File: config.mk
export PLATFORM = sky130hd
export DESIGN_NAME = mbx_pair
export DESIGN_NICKNAME = d
export VERILOG_FILES = /design/src/rtl/mbx_pkg.sv /design/src/rtl/mbx_fifo.sv /design/src/rtl/mbx_err_flags.sv /design/src/rtl/mbx_pair.sv
export SDC_FILE = /design/constraint.sdc
export NUM_CORES = 1
export LEC_CHECK = 0
export ABC_AREA = 1
export BUFFER_PORTS_ARGS = -buffer_cell sky130_fd_sc_hd__buf_2
export CORE_ASPECT_RATIO = 0.8
export CORE_MARGIN = 2
export CORE_UTILIZATION = 57
export DETAILED_ROUTE_END_ITERATION = 7
export PLACE_DENSITY_LB_ADDON = 0.1
export SLEW_MARGIN = 20
export SYNTH_ARGS = -nofsm -noshare
export SYNTH_HDL_FRONTEND = slang
export SYNTH_SLANG_ARGS = --single-unit
File: constraint.sdc
create_clock -name clk -period 7.8 [get_ports clk]
set_clock_uncertainty 0.1 [all_clocks]
set_input_delay 1.56 -clock clk [delete_from_list [all_inputs] [get_ports clk]]
set_output_delay 1.56 -clock clk [all_outputs]
set_load 0.01 [all_outputs]
File: src/rtl/mbx_pkg.sv
package mbx_pkg;
   // Bit positions inside the per-core status word; software decodes these.
   localparam int ST_VALID = 0;
   localparam int ST_READY = 1;
   localparam int ST_WOVF  = 2;
   localparam int ST_RUDF  = 3;
   localparam int ST_W     = 4;
   localparam int N_CORES  = 2;

   typedef struct packed {
      logic rudf;
      logic wovf;
      logic ready;
      logic valid;
   } mbx_stat_t;
endpackage

File: src/rtl/mbx_fifo.sv
module mbx_fifo #(
   parameter int DATA_W = 32,
   parameter int DEPTH  = 4
) (
   input  logic                              clk,
   input  logic                              rst_n,
   input  logic                              push,
   input  logic                              pop,
   input  logic [DATA_W-1:0]                 wdata,
   output logic [DATA_W-1:0]                 head,
   output logic [$clog2(DEPTH+1)-1:0]        level,
   output logic                              empty,
   output logic                              full
);
   localparam int PTR_W = $clog2(DEPTH);
   localparam int CNT_W = $clog2(DEPTH + 1);

   if (DEPTH < 2 || (DEPTH & (DEPTH - 1)) != 0) begin : g_bad_depth
      $error("mbx_fifo: DEPTH must be a power of two and at least 2");
   end
   if (DATA_W < 1) begin : g_bad_width
      $error("mbx_fifo: DATA_W must be at least 1");
   end

   logic [DATA_W-1:0] store [DEPTH];
   logic [PTR_W-1:0]  wr_ptr;
   logic [PTR_W-1:0]  rd_ptr;
   logic [CNT_W-1:0]  cnt;
   logic              do_push;
   logic              do_pop;

   assign empty   = (cnt == '0);
   assign full    = (cnt == CNT_W'(DEPTH));
   assign do_push = push & ~full;
   assign do_pop  = pop & ~empty;
   assign head    = store[rd_ptr];
   assign level   = cnt;

   always_ff @(posedge clk) begin
      if (do_push) begin
         store[wr_ptr] <= wdata;
      end
   end

   always_ff @(posedge clk or negedge rst_n) begin
      if (!rst_n) begin
         wr_ptr <= '0;
         rd_ptr <= '0;
         cnt    <= '0;
      end else begin
         if (do_push) begin
            wr_ptr <= wr_ptr + 1'b1;
         end
         if (do_pop) begin
            rd_ptr <= rd_ptr + 1'b1;
         end
         case ({do_push, do_pop})
            2'b10:   cnt <= cnt + 1'b1;
            2'b01:   cnt <= cnt - 1'b1;
            default: cnt <= cnt;
         endcase
      end
   end
endmodule

File: src/rtl/mbx_err_flags.sv
module mbx_err_flags #(
   parameter int SET_WINS = 1
) (
   input  logic       clk,
   input  logic       rst_n,
   input  logic       core_id,
   input  logic       ovf_ev,
   input  logic       udf_ev,
   input  logic       clr,
   output logic [1:0] wovf,
   output logic [1:0] rudf
);
   for (genvar c = 0; c < mbx_pkg::N_CORES; c++) begin : g_core
      logic mine;
      logic set_w;
      logic set_r;
      logic clr_c;
      logic nxt_w;
      logic nxt_r;

      assign mine  = (core_id == 1'(c));
      assign set_w = ovf_ev & mine;
      assign set_r = udf_ev & mine;
      assign clr_c = clr & mine;

      if (SET_WINS != 0) begin : g_set_first
         assign nxt_w = set_w | (wovf[c] & ~clr_c);
         assign nxt_r = set_r | (rudf[c] & ~clr_c);
      end else begin : g_clr_first
         assign nxt_w = (set_w | wovf[c]) & ~clr_c;
         assign nxt_r = (set_r | rudf[c]) & ~clr_c;
      end

      always_ff @(posedge clk or negedge rst_n) begin
         if (!rst_n) begin
            wovf[c] <= 1'b0;
            rudf[c] <= 1'b0;
         end else begin
            wovf[c] <= nxt_w;
            rudf[c] <= nxt_r;
         end
      end
   end
endmodule

File: src/rtl/mbx_pair.sv
module mbx_pair #(
   parameter int DATA_W   = 32,
   parameter int DEPTH    = 4,
   parameter int SET_WINS = 1
) (
   input  logic              clk,
   input  logic              rst_n,
   input  logic              core_id,
   input  logic              tx_wr,
   input  logic [DATA_W-1:0] tx_data,
   input  logic              rx_rd,
   input  logic              st_wr,
   output logic [DATA_W-1:0] rx_data,
   output logic [3:0]        status,
   output logic [1:0]        irq
);
   import mbx_pkg::*;

   localparam int CNT_W = $clog2(DEPTH + 1);

   // Queue g carries words from core g to core 1-g.
   logic [DATA_W-1:0] head  [N_CORES];
   logic [CNT_W-1:0]  lvl   [N_CORES];
   logic [1:0]        q_empty;
   logic [1:0]        q_full;
   logic [1:0]        wovf;
   logic [1:0]        rudf;
   logic              tx_i;
   logic              rx_i;
   mbx_stat_t         st;

   assign tx_i = core_id;
   assign rx_i = ~core_id;

   for (genvar g = 0; g < N_CORES; g++) begin : g_q
      logic q_push;
      logic q_pop;
      assign q_push = tx_wr & (core_id == 1'(g));
      assign q_pop  = rx_rd & (core_id == 1'(1 - g));

      mbx_fifo #(.DATA_W(DATA_W), .DEPTH(DEPTH)) u_fifo (
         .clk   (clk),
         .rst_n (rst_n),
         .push  (q_push),
         .pop   (q_pop),
         .wdata (tx_data),
         .head  (head[g]),
         .level (lvl[g]),
         .empty (q_empty[g]),
         .full  (q_full[g])
      );

      assign irq[g] = ~q_empty[1 - g] | wovf[g] | rudf[g];
   end

   mbx_err_flags #(.SET_WINS(SET_WINS)) u_err (
      .clk     (clk),
      .rst_n   (rst_n),
      .core_id (core_id),
      .ovf_ev  (tx_wr & q_full[tx_i]),
      .udf_ev  (rx_rd & q_empty[rx_i]),
      .clr     (st_wr),
      .wovf    (wovf),
      .rudf    (rudf)
   );

   assign st.valid = ~q_empty[rx_i];
   assign st.ready = ~q_full[tx_i];
   assign st.wovf  = wovf[core_id];
   assign st.rudf  = rudf[core_id];
   assign status   = st;
   assign rx_data  = q_empty[rx_i] ? '0 : head[rx_i];
endmodule

; Word-level counts from Yosys, hierarchy flattened
; Memory sizes are Yosys's and may differ from the RTL's.
; Index checks and enable logic that the tools add are counted.
[word_totals]
regBits = 18
ram_bits = 256
input_bits = 38
wordCells = 89
memories = 2
[memory_table]
columns = name, depth, word_bits, rd, rd_clocked_by_memory_dff, wr, line
row1 = g_q[0].u_fifo.store, 4, 32, 1, 0, 1, mbx_fifo.sv:25  ; logic [DATA_W-1:0] store [DEPTH];
row2 = g_q[1].u_fifo.store, 4, 32, 1, 0, 1, mbx_fifo.sv:25
[classes]
addsub = 8
n_lt_le_gt_ge = 3
n_eq_ne = 6
n_mux = 18
bitwise_logic = 38
n_reduce_logical = 4
[ops]
columns = operator, n
row1 = $mux W32, 4
row2 = $and A1 B1 Y1, 20
row3 = $mux W1, 12
row4 = $pmux W3 S2, 2
row5 = $not A1 Y1, 9
row6 = $add A2 B1 Y2 const B, 4
row7 = $or A1 B1 Y1, 8
row8 = $add A3 B1 Y3 const B, 2
row9 = $eq A3 B3 Y1 const B, 2
row10 = $logic_not A3 Y1, 2
row11 = $sub A3 B1 Y3 const B, 2
row12 = $eq A2 B1 Y1 const B, 2
row13 = $eq A2 B2 Y1 const B, 2
row14 = $lt A1 B2 Y1 const B, 2
row15 = $reduce_bool A2 Y1, 2
row16 = $ge A2 B2 Y1 const B, 1
row17 = $not A1 Y2, 1

; Logic depth before layout (Yosys ltp)
; Gate-level depths: netlist (run 1).
[depth]
depth_word = 6
ltp_mapped = 11

; By module
; A second synthesis (run 1) with hierarchy kept.
[hier_totals]
cells_unflattened = 1091
area_unflattened_um2 = 12089.1
[modules_own_cells]
columns = mod, n_inst, cells_per_inst, area_per_inst_um2, seq_area_each_um2
row1 = mbx_fifo at g_q[1].u_fifo, 1, 435, 5562.8, 4018.9
row2 = mbx_fifo at g_q[0].u_fifo, 1, 435, 5546.6, 4018.9
row3 = mbx_pair, 1, 202, 820.8, 0.0
row4 = mbx_err_flags, 1, 19, 158.9, 100.1

; Worst setup path after synthesis (run 1)
; No wires, ideal clock.
[synth_path]
path_kind = input to output
startpoint = in core_id
endpoint = out status[1]
arrival_ns = 2.350
required_ns = 6.140
setup_slack_ns = 3.790
stages = 5
path_buffers = 3
cell_sequence = buf_2 inv_2 buf_4 buf_4 o21ai_0
[synth_between]
elab_chain_len = 3
[synth_rtl]
columns = item, line
row1 = from (decl), mbx_pair.sv:8  ; input logic core_id,
row2 = $mux W1 (not written as such) (2 in series), mbx_pair.sv:68  ; assign st.ready = ~q_full[tx_i];
row3 = $not A1 Y1, mbx_pair.sv:68
row4 = to (decl), mbx_pair.sv:14  ; output logic [3:0] status,
; Every way passes these cells. The select of a mux whose other input is x is not followed.

; Worst setup path in the final report (run 1)
[layout_path]
startpoint = in core_id
endpoint = out rx_data[20]
[layout_between]
elab_chain_len = 6
word_cells_on_any_way = 8
[layout_rtl]
columns = item, line
row1 = $not A1 Y1, mbx_pair.sv:33  ; assign rx_i = ~core_id;
row2 = $not A1 Y2 (not written as such), mbx_pair.sv:72  ; assign rx_data = q_empty[rx_i] ? '0 : head[rx_i];
row3 = $mux W32 (not written as such) (3 in series), mbx_pair.sv:72
row4 = $mux W32 (*), mbx_pair.sv:72
row5 = to (decl), mbx_pair.sv:13  ; output logic [DATA_W-1:0] rx_data,
; Mark *: on every way between the ends. The rest lies on a longest branch, timed or not. The select of a mux whose other input is x is not followed.

==> impl_metrics.tcl, run 1 <==
set metrics [dict create \
    p_leak_nw 5.43 \
    wl_per_cell_um 16.9 \
    grtUsageTotal_pct 22.9 \
    avgViaCountPerCell 5.23 \
    path_clk_slew_ns 0.06 \
    cts_resized 0 \
    post_cts_buffers 0 \
    drt_iter0_drc 637 \
    fmax_mhz 205 \
    ios 76 \
    io_buffers 75 \
    path_class "in2out" \
    antenna_found_initial 1 \
    drive_above_1_share_pct 12.3 \
    holdWs_ns 0.401 \
    htree_levels 1 \
    grt_pass1_vias 7045 \
    die_y_um 132 \
    synth_nets 1134 \
    vias 7501 \
    period_minus_slack_ns 4.87 \
    dr.pass1.iters 5 \
    rsz0062_at_grt "no" \
    syn_area_um2 11700 \
    dpl.hpwl_um 13100 \
    initial_core_util_pct 58.6 \
    drv_cap 0 \
    finalSetupViolCount 0 \
    path_max_fanout 33 \
    drc 0 \
    fillers 1545 \
    max-slew-margin-rel_pct 44.6 \
    ant_nets 0 \
    overflow 0 \
    cts_made_buffers 26 \
    dp_slack_ns 2.95 \
    insertion_delay_ns 0.51 \
    max_slew.worst_pin.slew_ns 0.829 \
    critPathRequiredTime_ns 6.14 \
    core_um2 20000 \
    hold_class "reg2reg" \
    nets 1199 \
    row_count 46 \
    yosysSeqAreaShare_pct 69.4 \
    hold_viol_final 0 \
    cts_hold_buffers 0 \
    syn_avg_cell_area_um2 10.8 \
    syn_inst 1084 \
    place.gp.congestion 0.734 \
    peakVddDrop_mv 0.289 \
    endpoint_kind "output pin" \
    rr_worst_depth 9 \
    dieArea_um2 21800 \
    root_buffer "clkbuf_16" \
    wl_um 24200 \
    powerDensity_nw_per_um2 347 \
    hold-path-cell-count 1 \
    area_growth_pct 11.5 \
    ys_ff_latch 274 \
    setup_tns_ns 0 \
    cts_max_path_buffers 3 \
    worst_slack_ns 2.93 \
    status "finished clean" \
    cts_tree "done" \
    die_w_um 164 \
    fin_util_pct 65.3 \
    critPathArrivalTime_ns 3.21 \
    cp-start-kind "input port" \
    synth_cell_type_count 22 \
    grt_pass1_wl_um 38200 \
    yosys_warnings 0 \
    cts.sinks 274 \
    grt_max_degree 67 \
    post-route-period-util_pct 62.4 \
    slew_violations 0 \
]
==> critical path: stages <==
cell     delay, ns
buf_2         0.45
nand2_1       0.14
nand2_2       0.63
nand2_1       0.11
nor2_1        0.13
buf_2         0.15
==> final cells by class <==
| class | instances | area, um^2 | area share, % |
|---|---|---|---|
| Antenna cell | 2 | 5.00 | 0.0382 |
| Clock buffer | 31 | 669 | 5.12 |
| Clock inverter | 16 | 160 | 1.22 |
| Inverter | 104 | 390 | 2.98 |
| Multi-Input combinational cell | 652 | 2880 | 22.0 |
| Sequential cell | 274 | 8140 | 62.2 |
| Tap cell | 264 | 330 | 2.52 |
| Timing Repair Buffer | 91 | 508 | 3.88 |
==> Yosys cell counts <==
| cell type | n | area, um^2 |
|---|---|---|
| clkbuf_1 | 5 | 18.8 |
| a21oi_1 | 35 | 175 |
| nand3_1 | 103 | 515 |
| buf_4 | 12 | 90.1 |
| xor2_1 | 6 | 52.6 |
| edfxtp_1 | 256 | 7690 |
| fa_1 | 2 | 40.0 |
| inv_1 | 100 | 375 |
| nand4_1 | 3 | 18.8 |
| nand3_2 | 2 | 20.0 |
| ha_1 | 10 | 125 |
| buf_6 | 15 | 169 |
| xnor2_1 | 2 | 17.5 |
| buf_1 | 4 | 15.0 |
| dfrtp_1 | 18 | 450 |
| nand2_2 | 1 | 6.26 |
| nor2_1 | 77 | 289 |
| inv_2 | 4 | 15.0 |
| nand2_1 | 398 | 1490 |
| o21ai_0 | 11 | 55.1 |
| o22ai_1 | 2 | 12.5 |
| buf_2 | 18 | 90.1 |
==> path summary, 6_finish.rpt <==
kind	start	end	slack, ns
min in group asynchronous	rst_n	g_q[1].u_fifo.level[2]	0.88
worst max-delay path	core_id	rx_data[20]	2.93
worst max register to register	g_q[0].u_fifo.level[1]	g_q[0].u_fifo.level[2]	5.47
max in group asynchronous	rst_n	g_q[0].u_fifo.rd_ptr[0]	6.39
worst min register to register	g_q[1].u_fifo.level[0]	g_q[1].u_fifo.level[0]	0.40
worst min-delay path	g_q[1].u_fifo.level[0]	g_q[1].u_fifo.level[0]	0.40
==> metal layers <==
layer	part of all wire, %	GRT usage (%)
met1	45	33.9
met2	47	36.4
met3	6.6	3.46
met4	1.6	5.02
met5	0	0
==> per-stage QoR <==
stage          total power, W  cells  cell area, um^2
6_report              0.00454   1434            13100
5_1_grt               0.00481   1432            13100
4_1_cts               0.00455   1431            13100
3_5_place_dp          0.00333   1384            12200
3_3_place_gp          0.00330   1384            12200
2_1_floorplan         0.00296   1084            11700
==> registers in the layout (all words and copies together) (netlist names) <==
register and count:
u_err.rudf 2, g_q.u_fifo.wr_ptr 4, g_q.u_fifo.store 256, g_q.u_fifo.level 6
u_err.wovf 2, g_q.u_fifo.rd_ptr 4
==> report_power, final <==
part / switching (W) / internal [W]
combinational: 0.000996 / 0.000429
clock: 0.000521 / 0.000711
sequential: 0.0000795 / 0.00180
==> cell families after synthesis <==
kind of cell	count (synthesis)	synth area share, %
AND/OR/NAND/NOR	584	20.0
flip-flops	274	69.4
buffers and inverters	158	6.59
AO/OA/AOI/OAI	48	2.07
adder cells (fa/ha/maj)	12	1.41
XOR/XNOR	8	0.597
==> cell usage in the layout (no fill, tap or decap), types with 2 or more instances in the layout <==
cell and n:
ha_1 10, nand2_1 398, o22ai_1 2, buf_4 15
o21ai_0 11, xor2_1 6, fa_1 2, inv_2 4
clkinv_2 4, clkinv_1 7, nor2_1 69, buf_2 75
clkbuf_16 26, a21oi_1 35, clkbuf_1 5, inv_1 100
bufinv_16 3, nor2_4 8, nand4_1 3, nand3_1 103
nand3_2 2, diode_2 2, dfrtp_1 15, edfxtp_1 256
xnor2_1 2, dfrtp_2 3
(Power assumes the default switching activity.)
==> run 2, diff against run 1 <==
--- a/config.mk
+++ b/config.mk
@@ -5,11 +5,11 @@
 export SDC_FILE = /design/constraint.sdc
 export NUM_CORES = 1
 export LEC_CHECK = 0
-export ABC_AREA = 1
+export ABC_AREA = 0
 export BUFFER_PORTS_ARGS = -buffer_cell sky130_fd_sc_hd__buf_2
 export CORE_ASPECT_RATIO = 0.8
 export CORE_MARGIN = 2
-export CORE_UTILIZATION = 57
+export CORE_UTILIZATION = 54
 export DETAILED_ROUTE_END_ITERATION = 7
 export PLACE_DENSITY_LB_ADDON = 0.1
 export SLEW_MARGIN = 20
==> constraint.sdc (replaced) <==
create_clock -name clk -period 4.2 [get_ports clk]
set_clock_uncertainty 0.1 [all_clocks]
set_input_delay 0.84 -clock clk [delete_from_list [all_inputs] [get_ports clk]]
set_output_delay 0.84 -clock clk [all_outputs]
set_load 0.01 [all_outputs]
==> run 2 against run 1 <==
Compared with the run above:
- clock power up 81%
- sequential share of layout area rose by 4.0 points
- worst setup slack lost 2.2 ns
- critical endpoint is now rx_data[30]
- largest cell class unchanged
- largest power group unchanged
==> impl_metrics.tcl, run 2 <==
set metrics [dict create \
    slowest_stage "dfrtp_2" \
    htree_levels 1 \
    final_common_cell "edfxtp_1" \
    ios 76 \
    mostFrequentLayoutCells "edfxtp_1 (256), buf_2 (75), mux4_2 (40), a22o_1 (33), clkbuf_16 (27)" \
    grtUsageTotal_pct 20.2 \
    insertion_delay_ns 0.52 \
    fmax_mhz 289 \
    slew_violations 0 \
    die_w_um 162 \
    path_max_fanout 18 \
    post_cts_buffers 0 \
    core_um2 19600 \
    path_class "reg2out" \
    drv_cap 0 \
    hold_viol_final 0 \
    async_flop_share_pct 6.57 \
    finalSetupViolCount 0 \
    peakVddDrop_mv 0.326 \
    synth.top_cell.area_share_pct 71.7 \
    endpoint_kind "output pin" \
    rsz0062_at_grt "no" \
    dr.pass1.iters 4 \
    diodes 0 \
    initial_core_util_pct 54.6 \
    cts_max_path_buffers 3 \
    p_leak_nw 4.29 \
    ant_nets 0 \
    yosysSeqAreaShare_pct 75.9 \
    fin_util_pct 62.6 \
    dieArea_um2 21000 \
    io_buffers 75 \
    cts_resized 0 \
    critPathRequiredTime_ns 3.26 \
    setup_tns_ns 0 \
    cts_made_buffers 26 \
    crit_path_max_incr_delay_ns 0.76 \
    max-slew-margin-rel_pct 35.6 \
    fillers 1348 \
    holdWs_ns 0.151 \
    drt_iter0_drc 397 \
    drive_above_1_share_pct 31.7 \
    yosys_warnings 0 \
    area_growth_pct 14.6 \
    die_y_um 130 \
    row_count 46 \
    reg2reg_slack_ns 1.75 \
    avgViaCountPerCell 5.78 \
    place.gp.congestion 0.816 \
    top_register "g_q.u_fifo.store" \
    root_buffer "clkbuf_16" \
    max_slew.worst_pin.slew_ns 0.966 \
    grt_pass1_wl_um 31300 \
    syn_area_um2 10700 \
    yosys.cell_count.top_type "edfxtp_1" \
    hold_class "in2async" \
    drc 0 \
    wl_um 20500 \
    cts.sinks 274 \
    synth_cell_type_count 29 \
    period_minus_slack_ns 3.46 \
    dpl.hpwl_um 12000 \
    path_clk_slew_ns 0.06 \
    grt_pass1_vias 5192 \
    ys_top_cells_by_area "edfxtp_1 (72%), mux4_2 (8.4%), mux4_1 (5.9%)" \
    cts_tree "done" \
    grt_max_degree 34 \
    overflow 0 \
    ys_ff_latch 274 \
    antenna_found_initial 0 \
    post-route-period-util_pct 82.3 \
    wl_per_cell_um 24.0 \
    path_cells "buf_12, mux4_2, a22o_1, buf_2" \
    vias 4936 \
    powerDensity_nw_per_um2 648 \
    critPathArrivalTime_ns 2.52 \
    syn_inst 474 \
    synthTopCellsByCount "edfxtp_1 (256), mux4_2 (40), a22o_1 (33)" \
    status "finished clean" \
    synth_nets 524 \
    nets 622 \
    synth_flop_cell "edfxtp_1" \
    syn_avg_cell_area_um2 22.6 \
    largest_reg_flops 256 \
    yosysTopAreaCell "edfxtp_1" \
    cp-start-kind "register" \
    cts_hold_buffers 0 \
    synth_edf_count 256 \
]
## run 2: kinds of logic after synthesis
family,after synthesis,synth area share (%)
XOR/XNOR,12,0.980
multiplexers,70,14.9
flip-flops,274,75.9
AND/OR/NAND/NOR,31,1.55
buffers and inverters,36,1.96
AO/OA/AOI/OAI,39,3.16
adder cells (fa/ha/maj),12,1.54
## run 2: final timing paths
kind,cells after the start,start,endpoint
worst max-delay path,4,g_q[1].u_fifo.rd_ptr[0],rx_data[30]
worst min-delay path,1,rst_n,u_err.rudf[1]
worst max register to register,4,g_q[0].u_fifo.level[2],g_q[0].u_fifo.store[2][29]
worst min register to register,1,g_q[1].u_fifo.level[2],g_q[1].u_fifo.level[2]
max in group asynchronous,1,rst_n,g_q[0].u_fifo.rd_ptr[1]
min in group clk,1,g_q[1].u_fifo.level[2],g_q[1].u_fifo.level[2]
## run 2: per-stage QoR
step	setup WS, ns	instance area (um^2)	std cells	total power, W
floorplan	1.56	10700	474	0.00511
global placement	1.17	11500	808	0.00577
detailed placement	1.15	11500	808	0.00583
CTS	0.698	12300	854	0.00806
global route	0.650	12300	854	0.00833
finish	0.742	12300	854	0.00796
## run 2: cell type report
type	instances	area, um^2	area share (%)
multi-input cells	164	2400	19.5
well taps	264	330	2.69
repair buffers	93	561	4.56
clock inverters	15	121	0.987
clock buffers	31	691	5.62
flip-flops and latches	274	8140	66.2
inverters	13	48.8	0.397
## run 2: report_power, final
| group | switching (W) | internal (W) | total (W) |
|---|---|---|---|
| clock | 0.000946 | 0.00129 | 0.00223 |
| combinational | 0.00102 | 0.00107 | 0.00209 |
| sequential | 0.000280 | 0.00336 | 0.00364 |
| total | 0.00225 | 0.00571 | 0.00796 |
## run 2: layer usage
layer	global-route usage, %	up-vias	wire length (um)
li1	-	2187	-
met4	4.41	0	395
met3	2.86	27	1170
met1	28.9	2585	8850
met5	0	-	0
met2	34.1	137	10100
## run 2: critical path: cells and delay by family (launching register included)
family / cells / cell delay [ns]
compound gates: 1 / 0.26
flops: 1 / 0.76
buf+inv: 2 / 0.41
mux: 1 / 0.54
==> run 3, diff against run 2 <==
==> constraint.sdc (replaced) <==
create_clock -name clk -period 2.9 [get_ports clk]
set_clock_uncertainty 0.1 [all_clocks]
set_input_delay 0.58 -clock clk [delete_from_list [all_inputs] [get_ports clk]]
set_output_delay 0.58 -clock clk [all_outputs]
set_load 0.01 [all_outputs]
==> run 3 against run 2 <==
Compared with the run above:
- non-clock buffer count rose by 7
- hold slack gained 0.080 ns
- die area did not move
- via count rose by 3.0%
- clock power is 37% higher
- final area increased by 0.94%
- sequential share of layout area down 0.57 points
- critical path type unchanged
- largest power group unchanged
- highest routed layer unchanged
==> impl_metrics.tcl, run 3 (synthesized netlist as in run 2, its figures left out) <==
set metrics [dict create \
    die_w_um 162 \
    final_common_cell "edfxtp_1" \
    peakVddDrop_mv 0.583 \
    row_count 46 \
    antenna_found_initial 0 \
    power.share.clock_pct 26.4 \
    drt_iter0_drc 419 \
    post-route-period-util_pct 97.8 \
    core_um2 19600 \
    largest_reg_flops 256 \
    worstReg2RegStart "g_q[1].u_fifo.level[1]" \
    cts_tree "done" \
    combPwrFrac_pct 29.0 \
    path_cells "buf_12, mux4_2, a22o_1, buf_2" \
    max_slew.worst_pin.slew_ns 0.684 \
    root_buffer "clkbuf_16" \
    nets 631 \
    avgViaCountPerCell 5.88 \
    cts.sinks 274 \
    path_class "reg2out" \
    hold_viol_final 0 \
    die_y_um 130 \
    finalSetupViolCount 0 \
    critPathRequiredTime_ns 2.22 \
    hold_class "in2reg" \
    drive_above_1_share_pct 32.6 \
    max-slew-margin-rel_pct 54.3 \
    grtUsageTotal_pct 20.7 \
    holdPathEnd "g_q[0].u_fifo.store[2][19]" \
    grt_max_degree 33 \
    setup_tns_ns 0 \
    drc 0 \
    status "finished clean" \
    hp-start "tx_data[19]" \
    insertion_delay_ns 0.52 \
    dieArea_um2 21000 \
    period_minus_slack_ns 2.84 \
    grt_pass1_vias 5327 \
    diodes 0 \
    switchingPower_w 0.00334 \
    overflow 0 \
    reg2reg_to "g_q[1].u_fifo.level[2]" \
    path_clk_slew_ns 0.06 \
    grt_pass1_wl_um 31800 \
    htree_levels 1 \
    slowest_stage "dfrtp_4" \
    holdWs_ns 0.231 \
    cp-start-kind "register" \
    dpl.hpwl_um 11800 \
    critPathArrivalTime_ns 2.16 \
    path_delay_family "flip-flops" \
    path_max_fanout 19 \
    top_register "g_q.u_fifo.store" \
    powerDensity_nw_per_um2 933 \
    p_seq_share_pct 44.6 \
    cts_made_buffers 27 \
    mostFrequentLayoutCells "edfxtp_1 (256), buf_2 (75), mux4_2 (43), a22o_1 (33), clkbuf_16 (27)" \
    place.gp.congestion 0.796 \
    io_buffers 75 \
    initial_core_util_pct 54.6 \
    endpoint_kind "output pin" \
    vias 5084 \
    wl_per_cell_um 24.2 \
    rr_worst_depth 9 \
    ios 76 \
    slew_violations 0 \
    area_growth_pct 15.7 \
    ant_nets 0 \
    wl_um 20900 \
    dr.pass1.iters 4 \
    drv_cap 0 \
    hold-path-cell-count 1 \
    p_int_w 0.00823 \
    worst-path-buf-inv 2 \
    fmax_mhz 353 \
    reg2reg_slack_ns 0.35 \
    rsz0062_at_grt "yes" \
    switching_share_pct 28.9 \
    crit_path_max_incr_delay_ns 0.63 \
    p_leak_nw 4.32 \
    cts_max_path_buffers 3 \
]
run 3: routing by layer:
layer  vias to the layer above  global-route usage [%]  part of all wire, %
met2                       139                    33.4                   48
met1                      2700                    30.5                   46
met4                         0                    4.94                  1.9
met3                        29                    3.21                  4.4
li1                       2216                       -                    -
met5                         -                       0                    0
run 3: what timing repair did:
action                                 CTS  global route
cloned                                   1             0
buffers inserted                         2             1
resized for setup                        7             7
pin swaps                                1             0
hold buffers                             1             0
setup endpoints to repair               26            18
endpoints found under the hold margin   18             0
run 3: worst max-delay path by stage:
stage                                        from  depth (start not counted)                         to
after detailed placement                  core_id                          4                 rx_data[5]
after CTS                 g_q[1].u_fifo.rd_ptr[0]                          4                 rx_data[1]
final                     g_q[0].u_fifo.rd_ptr[1]                          4                rx_data[31]
after floorplan                           core_id                          4  g_q[1].u_fifo.store[0][0]
after global placement                    core_id                          4                 rx_data[5]
after global routing      g_q[1].u_fifo.rd_ptr[0]                          4                 rx_data[1]
run 3: power by group through the flow:
stage | clock network, W | logic (W) | registers, W
2_1_floorplan | 0 | 0.00233 | 0.00507
3_3_place_gp | 0 | 0.00320 | 0.00521
3_5_place_dp | 0 | 0.00325 | 0.00525
4_1_cts | 0.00311 | 0.00337 | 0.00515
5_1_grt | 0.00327 | 0.00364 | 0.00521
6_report | 0.00305 | 0.00336 | 0.00516
run 3: per-stage QoR:
step | setup slack, ns | power [W] | util [%] | cells | cell area, um^2
global placement | 0.253 | 0.00842 | 58.9 | 811 | 11600
floorplan | 0.523 | 0.00739 | - | 474 | 10700
CTS | 0.00436 | 0.0116 | 63.1 | 864 | 12400
global route | -0.000800 | 0.0121 | 63.2 | 865 | 12400
finish | 0.0641 | 0.0116 | 63.2 | 865 | 12400
detailed placement | 0.228 | 0.00850 | 58.9 | 811 | 11600
run 3: final cells by class:
class / instances / area (um^2)
well taps: 264 / 330
clock buffers: 30 / 687
inverters: 13 / 48.8
flip-flops and latches: 274 / 8150
clock inverters: 19 / 82.6
multi-input cells: 165 / 2410
fillers: 1369 / 7220
repair buffers: 100 / 697
